[config.mk]
export PLATFORM = sky130hd
export DESIGN_NAME = obf_irq_gen
export DESIGN_NICKNAME = d
export VERILOG_FILES = /design/src/rtl/irqgen_pkg.sv /design/src/rtl/irqgen_rst_sync.sv /design/src/rtl/irqgen_cfg.sv /design/src/rtl/irqgen_obf.sv /design/src/rtl/irqgen_pulse.sv /design/src/rtl/obf_irq_gen.sv
export SDC_FILE = /design/constraint.sdc
export NUM_CORES = 1
export LEC_CHECK = 0
export ABC_AREA = 1
export BUFFER_PORTS_ARGS = -buffer_cell sky130_fd_sc_hd__buf_2
export CAP_MARGIN = 10
export CORE_MARGIN = 3
export CORE_UTILIZATION = 38
export DETAILED_ROUTE_END_ITERATION = 16
export PLACE_DENSITY = 0.68
export SYNTH_ARGS = -nofsm -noshare
export SYNTH_HDL_FRONTEND = slang
export SYNTH_SLANG_ARGS = --single-unit
[constraint.sdc]
create_clock -name clk -period 1.4 [get_ports clk]
set_clock_uncertainty 0.05 [all_clocks]
set_input_delay 0.14 -clock clk [delete_from_list [all_inputs] [get_ports clk]]
set_output_delay 0.14 -clock clk [all_outputs]
set_load 0.02 [all_outputs]
[src/rtl/irqgen_pkg.sv]
package irqgen_pkg;
  typedef enum logic { SRC_HW = 1'b0, SRC_FW = 1'b1 } irq_src_e;
  typedef enum logic { STYLE_LEVEL = 1'b0, STYLE_EDGE = 1'b1 } irq_style_e;
endpackage

[src/rtl/irqgen_rst_sync.sv]
module irqgen_rst_sync #(
  parameter int unsigned STAGES = 2
) (
  input  logic clk,
  input  logic rst_n_async,
  output logic rst_n_sync
);
  logic [STAGES-1:0] sync_q;

  always_ff @(posedge clk or negedge rst_n_async) begin
    if (!rst_n_async) sync_q <= '0;
    else              sync_q <= {sync_q[STAGES-2:0], 1'b1};
  end

  assign rst_n_sync = sync_q[STAGES-1];
endmodule

[src/rtl/irqgen_cfg.sv]
module irqgen_cfg
  import irqgen_pkg::*;
#(
  parameter int unsigned PW = 3
) (
  input  logic          clk,
  input  logic          rst_n,
  input  logic          we,
  input  logic [PW-1:0] width_in,
  input  logic          invert_in,
  input  logic          src_fw_in,
  input  logic          fw_level_in,
  output logic [PW-1:0] width_q,
  output logic          invert_q,
  output irq_src_e      src_q,
  output logic          fw_level_q
);
  logic [PW-1:0] width_d;
  logic          invert_d;
  irq_src_e      src_d;
  logic          fw_level_d;

  always_comb begin
    width_d    = width_q;
    invert_d   = invert_q;
    src_d      = src_q;
    fw_level_d = fw_level_q;
    if (we) begin
      width_d    = width_in;
      invert_d   = invert_in;
      src_d      = src_fw_in ? SRC_FW : SRC_HW;
      fw_level_d = fw_level_in;
    end
  end

  always_ff @(posedge clk or negedge rst_n) begin
    if (!rst_n) begin
      width_q    <= '0;
      invert_q   <= 1'b0;
      src_q      <= SRC_HW;
      fw_level_q <= 1'b0;
    end else begin
      width_q    <= width_d;
      invert_q   <= invert_d;
      src_q      <= src_d;
      fw_level_q <= fw_level_d;
    end
  end
endmodule

[src/rtl/irqgen_obf.sv]
module irqgen_obf (
  input  logic clk,
  input  logic rst_n,
  input  logic wr,
  input  logic rd,
  output logic flag,
  output logic rise
);
  logic flag_d, prev_q;

  always_comb begin
    flag_d = flag;
    if (rd)      flag_d = 1'b0;
    else if (wr) flag_d = 1'b1;
  end

  always_ff @(posedge clk or negedge rst_n) begin
    if (!rst_n) begin
      flag   <= 1'b0;
      prev_q <= 1'b0;
    end else begin
      flag   <= flag_d;
      prev_q <= flag;
    end
  end

  assign rise = flag & ~prev_q;
endmodule

[src/rtl/irqgen_pulse.sv]
module irqgen_pulse #(
  parameter int unsigned PW = 3
) (
  input  logic          clk,
  input  logic          rst_n,
  input  logic [PW-1:0] width,
  input  logic          trigger,
  output logic          active
);
  logic [PW-1:0] cnt_q, cnt_d;
  logic          edge_mode;

  assign edge_mode = (width != '0);

  always_comb begin
    cnt_d = cnt_q;
    if (!edge_mode)          cnt_d = '0;
    else if (trigger)        cnt_d = width;
    else if (cnt_q != '0)    cnt_d = cnt_q - 1'b1;
  end

  always_ff @(posedge clk or negedge rst_n) begin
    if (!rst_n) cnt_q <= '0;
    else        cnt_q <= cnt_d;
  end

  assign active = (cnt_q != '0);
endmodule

[src/rtl/obf_irq_gen.sv]
module obf_irq_gen
  import irqgen_pkg::*;
#(
  parameter int unsigned PW = 3
) (
  input  logic          clk,
  input  logic          rst_n,
  input  logic          ob_wr,
  input  logic          ob_rd,
  input  logic          cfg_we,
  input  logic [PW-1:0] cfg_width,
  input  logic          cfg_invert,
  input  logic          cfg_src_fw,
  input  logic          cfg_fw_level,
  output logic          obf,
  output logic          irq_line,
  output logic          irq_status
);
  logic          rst_n_s;
  logic [PW-1:0] width_q;
  logic          invert_q;
  irq_src_e      src_q;
  logic          fw_level_q;
  logic          obf_rise;
  logic          pulse_on;
  irq_style_e    style;
  logic          hw_normal;
  logic          pre_pol;

  irqgen_rst_sync #(.STAGES(2)) u_rst (
    .clk(clk), .rst_n_async(rst_n), .rst_n_sync(rst_n_s)
  );

  irqgen_cfg #(.PW(PW)) u_cfg (
    .clk(clk), .rst_n(rst_n_s), .we(cfg_we),
    .width_in(cfg_width), .invert_in(cfg_invert),
    .src_fw_in(cfg_src_fw), .fw_level_in(cfg_fw_level),
    .width_q(width_q), .invert_q(invert_q),
    .src_q(src_q), .fw_level_q(fw_level_q)
  );

  irqgen_obf u_obf (
    .clk(clk), .rst_n(rst_n_s), .wr(ob_wr), .rd(ob_rd),
    .flag(obf), .rise(obf_rise)
  );

  irqgen_pulse #(.PW(PW)) u_pulse (
    .clk(clk), .rst_n(rst_n_s), .width(width_q),
    .trigger(obf_rise), .active(pulse_on)
  );

  always_comb begin
    style = (width_q == '0) ? STYLE_LEVEL : STYLE_EDGE;
    case (style)
      STYLE_LEVEL: hw_normal = obf;
      default:     hw_normal = ~pulse_on;
    endcase
    pre_pol  = (src_q == SRC_FW) ? fw_level_q : hw_normal;
    irq_line = pre_pol ^ invert_q;
  end

  assign irq_status = irq_line;
endmodule

==> flow_summary.json, run 1 <==
{
  "status": "complete, but fails checks",
  "violations": "negative setup slack",
  "placed_cells": 92,
  "drtPass1Iterations": 4,
  "syn-num-nets": 78,
  "ys_ff_latch": 13,
  "seqPwrFrac": 0.395,
  "start_util": 0.434,
  "fin_ws_ns": -0.214,
  "clk_pin_slew_worst_paths_ns": 0.08,
  "cpMaxStageDelayCell": "dfrtp_1",
  "placed_area_um2": 696,
  "instances_no_fill": 100,
  "start_kind": "flop",
  "p_int_mw": 0.818,
  "layout-drive-gt1-share": 0.400,
  "r2r-start": "u_pulse.cnt_q[0]$_DFFE_PN0P_",
  "rsz0062_at_grt": "true",
  "grt_overflow_total": 0,
  "slew_viol_final": 0,
  "yosysSeqAreaShare": 0.536,
  "clock_path_buffers": 2,
  "peakVddDrop_mv": 0.768,
  "r2r_cells": 8,
  "grt_max_degree": 12,
  "io_buffers": 13,
  "drt_iter0_markers": 10,
  "min_from": "cfg_width[2]",
  "avgViaCountPerCell": 4.59,
  "cts_buffers": 3,
  "holdWs_ns": 0.0249,
  "synthArstFlopShare": 1.00,
  "period_minus_slack_ns": 1.61,
  "rr_endpoint": "u_pulse.cnt_q[1]$_DFFE_PN0P_",
  "end_kind": "output pin",
  "die-area_um2": 2110,
  "num_io_pins": 14,
  "dpl.hpwl_um": 762,
  "p_sw_mw": 0.427,
  "combinationalPowerShare": 0.426,
  "std_cell_rows": 13,
  "htree_levels": 1,
  "hold_viol": 0,
  "p_per_area_nw_per_um2": 1600,
  "core_um2": 1400,
  "drt_wl_total_um": 999,
  "final_cell_mix": "dfrtp_1 (13), buf_2 (11), nand2_1 (10)",
  "crit_buf_inv": 3,
  "antenna_cells": 0,
  "hold_class": "in -> reg",
  "pre_cts_ws_ns": -0.0166,
  "antenna_found_initial": 0,
  "area_growth_pct": 28.5,
  "setup_viol": 2,
  "cts_sinks": 13,
  "crit_cells": 10,
  "crit_required_ns": 1.21,
  "netlist_instances": 65,
  "switching_share": 0.343,
  "ys_warn_count": 0,
  "max_freq_mhz": 620,
  "num_vias": 459,
  "leakage_nw": 0.392,
  "cp_top_family": "flip-flops",
  "crit_chain": "inv_2 > ha_4 > inv_2 > nor2_4 > nand2_2 > nand3_2 > nand2_1 > nand2_1 > nand2_2 > buf_6",
  "max_stage_delay_ns": 0.39,
  "ys_types": 19,
  "critPathMaxFanout": 2,
  "syn-cell-area_um2": 607,
  "maxCapViolations": 0,
  "postRouteAntennaNets": 0,
  "crit_type": "reg -> out",
  "grt_pass1_wl_um": 1760,
  "drc": 0,
  "clkLatencyLatePin_ns": 0.26,
  "cts_tree": "built",
  "fin_area_um2": 779,
  "regToRegSetupSlack_ns": 0.21,
  "utilization": 0.557,
  "grt_pass1_vias": 437,
  "final_common_cell": "dfrtp_1",
  "grt_usage": 0.118,
  "die_x_um": 46.0,
  "worstPathArrival_ns": 1.42,
  "place.gp.congestion": 0.687,
  "finalCritPeriodShare": 1.15,
  "syn_avg_cell_area_um2": 9.34,
  "worstSetupStartpoint": "u_pulse.cnt_q[0]$_DFFE_PN0P_",
  "synth_edf_count": 0,
  "wire_per_inst_um": 9.99,
  "die_h_um": 46.0,
  "p_clk_frac": 0.180,
  "cts-root-buf": "clkbuf_4",
  "worst_hold_path.endpoint": "u_cfg.width_q[2]$_DFFE_PN0P_",
  "nNetsFinal": 99,
  "synth_ff_type": "dfrtp_1",
  "holdPathStages": 3
}
==> power by group through the flow <==
stage / Combinational, mW / Sequential [mW] / Clock (mW)
after detailed placement: 0.436 / 0.494 / 0
after floorplan: 0.346 / 0.489 / 0
final: 0.530 / 0.491 / 0.224
after CTS: 0.540 / 0.492 / 0.231
after global placement: 0.422 / 0.495 / 0
after global routing: 0.590 / 0.500 / 0.256
==> worst max path at each step <==
stage            endpoint  slack (ns)
6_report         irq_line       -0.21
3_3_place_gp   irq_status       0.003
3_5_place_dp   irq_status       -0.02
4_1_cts        irq_status       -0.23
2_1_floorplan  irq_status       -0.02
5_1_grt        irq_status       -0.33
==> sequential cells by signal (all words and copies together), names as in the netlist <==
| register | count |
|---|---|
| u_rst.sync_q | 2 |
| u_cfg.width_q | 3 |
| u_cfg.invert_q | 1 |
| u_cfg.src_q | 1 |
| u_obf.flag | 1 |
| u_obf.prev_q | 1 |
| u_pulse.cnt_q | 3 |
| u_cfg.fw_level_q | 1 |
==> cell type report <==
type / instances / area [um^2]
inverters: 9 / 33.8
fillers: 135 / 619
flip-flops and latches: 13 / 325
repair buffers: 18 / 120
multi-input cells: 41 / 255
well taps: 15 / 18.8
clock buffers: 4 / 26.3
==> synth_stat cells (2+ instances only) <==
| library cell | number | area (um^2) |
|---|---|---|
| inv_1 | 9 | 33.8 |
| nor2_1 | 3 | 11.3 |
| nor2_2 | 2 | 12.5 |
| dfrtp_1 | 13 | 325 |
| nand2_2 | 5 | 31.3 |
| nand3_1 | 4 | 20.0 |
| o21ai_0 | 6 | 30.0 |
| ha_1 | 2 | 25.0 |
| nand2_1 | 11 | 41.3 |
==> repair_timing <==
item / CTS / global route
pin swaps: 2 / 0
endpoints found under the hold margin: 3 / 0
buffers inserted: 2 / 0
setup endpoints to repair: 2 / 2
hold buffers: 2 / 0
gates resized for setup: 7 / 0
==> metrics by stage <==
stage                     setup TNS (ns)  total power [mW]
after floorplan                  -0.0179             0.835
after global placement                 0             0.917
after detailed placement         -0.0328             0.931
after CTS                         -0.452              1.26
after global routing              -0.667              1.35
final                             -0.427              1.24
==> cell families after synthesis <==
group / count (synthesis) / share of synthesized area
adder cells (fa/ha/maj): 2 / 0.0412
other: 1 / 0.00618
AND/OR/NAND/NOR: 27 / 0.219
XOR/XNOR: 1 / 0.0144
multiplexers: 1 / 0.0186
AO/OA/AOI/OAI: 9 / 0.0887
flip-flops: 13 / 0.536
buffers and inverters: 11 / 0.0763
==> worst register-to-register path, cell delays in order, from the launching register on <==
cell	delay (ns)
dfrtp_1	0.39
inv_2	0.08
ha_4	0.12
inv_2	0.04
nor2_4	0.09
buf_4	0.12
nand2_2	0.05
nand4_1	0.07
o21ai_0	0.08
==> routing by layer <==
layer  up-vias  wire (um)  GRT usage
met5         -          0          0
met4         0          0     0.0511
met3         0         50     0.0356
met2        12        462      0.168
met1       205        486      0.165
li1        242          -          -
No activity file was read; power rests on OpenSTA's default activity.
==> inputs of run 2 (changes only) <==
SETUP_SLACK_MARGIN = 0.5   (was unset)
==> flow_summary.json, run 2 (synthesis results as in run 1) <==
{
  "status": "complete, but fails checks",
  "violations": "negative setup slack",
  "p_per_area_nw_per_um2": 1670,
  "cts-root-buf": "clkbuf_4",
  "grt_pass1_vias": 459,
  "dpl.hpwl_um": 715,
  "die_h_um": 46.0,
  "crit_type": "reg -> out",
  "worstPathArrival_ns": 1.43,
  "cts_tree": "built",
  "drt_iter0_markers": 6,
  "std_cell_rows": 13,
  "antenna_found_initial": 0,
  "io_buffers": 13,
  "num_vias": 481,
  "max_freq_mhz": 619,
  "instances_no_fill": 104,
  "slew_viol_final": 0,
  "regToRegSetupSlack_ns": 0.01,
  "top_regs": "u_cfg.width_q (3), u_pulse.cnt_q (3), u_rst.sync_q (2)",
  "seqPwrFrac": 0.349,
  "cts_sinks": 13,
  "drtPass1Iterations": 4,
  "final_cell_mix": "dfrtp_1 (12), nand2_1 (10), buf_2 (10)",
  "core_um2": 1400,
  "area_growth_pct": 40.0,
  "grt_max_degree": 12,
  "crit_required_ns": 1.21,
  "hold_class": "in -> reg",
  "leakage_nw": 0.423,
  "cts_buffers": 3,
  "r2r-start": "u_pulse.cnt_q[0]$_DFFE_PN0P_",
  "postRouteAntennaNets": 0,
  "peakVddDrop_mv": 1.17,
  "maxCapViolations": 0,
  "setup_viol": 2,
  "switching_share": 0.335,
  "final_common_cell": "dfrtp_1",
  "avgViaCountPerCell": 4.63,
  "worstSetupStartpoint": "u_pulse.cnt_q[0]$_DFFE_PN0P_",
  "end_kind": "output pin",
  "grt_pass1_wl_um": 1860,
  "drc": 0,
  "rsz0062_at_grt": "true",
  "finalCritPeriodShare": 1.15,
  "p_clk_frac": 0.154,
  "p_sw_mw": 0.476,
  "die-area_um2": 2110,
  "clkLatencyLatePin_ns": 0.26,
  "holdWs_ns": 0.0311,
  "fin_ws_ns": -0.216,
  "die_x_um": 46.0,
  "nNetsFinal": 103,
  "place.gp.congestion": 0.673,
  "grt_overflow_total": 0,
  "nFillCells": 140,
  "antenna_cells": 0,
  "hold_viol": 0,
  "grt_usage": 0.121,
  "clock_path_buffers": 2,
  "start_util": 0.434,
  "drt_wl_total_um": 991,
  "critPathMaxFanout": 2,
  "combinationalPowerShare": 0.497,
  "p_int_mw": 0.943,
  "placed_cells": 92,
  "clk_pin_slew_worst_paths_ns": 0.08,
  "htree_levels": 1,
  "start_kind": "flop",
  "wire_per_inst_um": 9.53,
  "period_minus_slack_ns": 1.62,
  "num_io_pins": 14,
  "layout-drive-gt1-share": 0.461,
  "min_from": "cfg_fw_level"
}
run 2: final cells by class:
type                            count  area, um^2  area share
Tap cell                           15        18.8      0.0221
Multi-Input combinational cell     41         280       0.330
Inverter                            9        33.8      0.0398
Timing Repair Buffer               22         164       0.193
Sequential cell                    13         327       0.384
Clock buffer                        4        26.3      0.0309
run 2: final timing paths:
kind / cells past startpoint / to
max: 10 / irq_line
min: 3 / u_cfg.fw_level_q$_DFFE_PN0P_
max reg2reg: 10 / u_pulse.cnt_q[2]$_DFFE_PN0P_
min reg2reg: 0 / u_cfg.width_q[2]$_DFFE_PN0P_
max in group asynchronous: 0 / u_obf.flag$_DFFE_PN0P_
min in group asynchronous: 0 / u_cfg.width_q[2]$_DFFE_PN0P_
run 2: power groups by stage:
stage	combinational (mW)	sequential [mW]	clock [mW]
after floorplan	0.352	0.493	0
after global placement	0.429	0.496	0
after detailed placement	0.429	0.499	0
after CTS	0.626	0.499	0.227
after global routing	0.777	0.506	0.242
final	0.705	0.496	0.219
run 2: critical path, stage by stage, from the launching register on:
cell	delay [ns]
dfrtp_1	0.39
inv_2	0.08
ha_4	0.12
inv_2	0.04
nor2_4	0.09
nand2_2	0.07
nand3_2	0.06
nand2_1	0.05
nand2_1	0.06
nand2_2	0.06
buf_6	0.13
run 2: routing by layer:
metal | share of wire | GRT usage | up-vias
li1 | - | - | 250
met1 | 0.47 | 0.164 | 222
met2 | 0.47 | 0.192 | 7
met3 | 0.040 | 0.0237 | 2
met4 | 0.014 | 0.0341 | 0
met5 | 0 | 0 | -
run 2: what timing repair did:
action / in CTS / in global routing
pin swaps: 4 / 0
hold endpoints to repair: 3 / 0
gates cloned: 0 / 0
gates resized for setup: 13 / 1
setup buffers: 3 / 3
endpoints found under the setup margin: 6 / 6
hold buffers: 2 / 0
run 2: metrics by stage:
stage                     total power, mW  TNS (ns)  instance area, um^2  setup slack (ns)  utilization
after CTS                            1.35    -0.424                  823            -0.212        0.589
final                                1.42    -0.431                  850            -0.216        0.607
after global placement              0.925         0                  697            0.0219        0.498
after global routing                 1.53    -0.758                  850            -0.335        0.607
after detailed placement            0.928         0                  697           0.00751        0.498
after floorplan                     0.844   -0.0175                  622           -0.0175            -
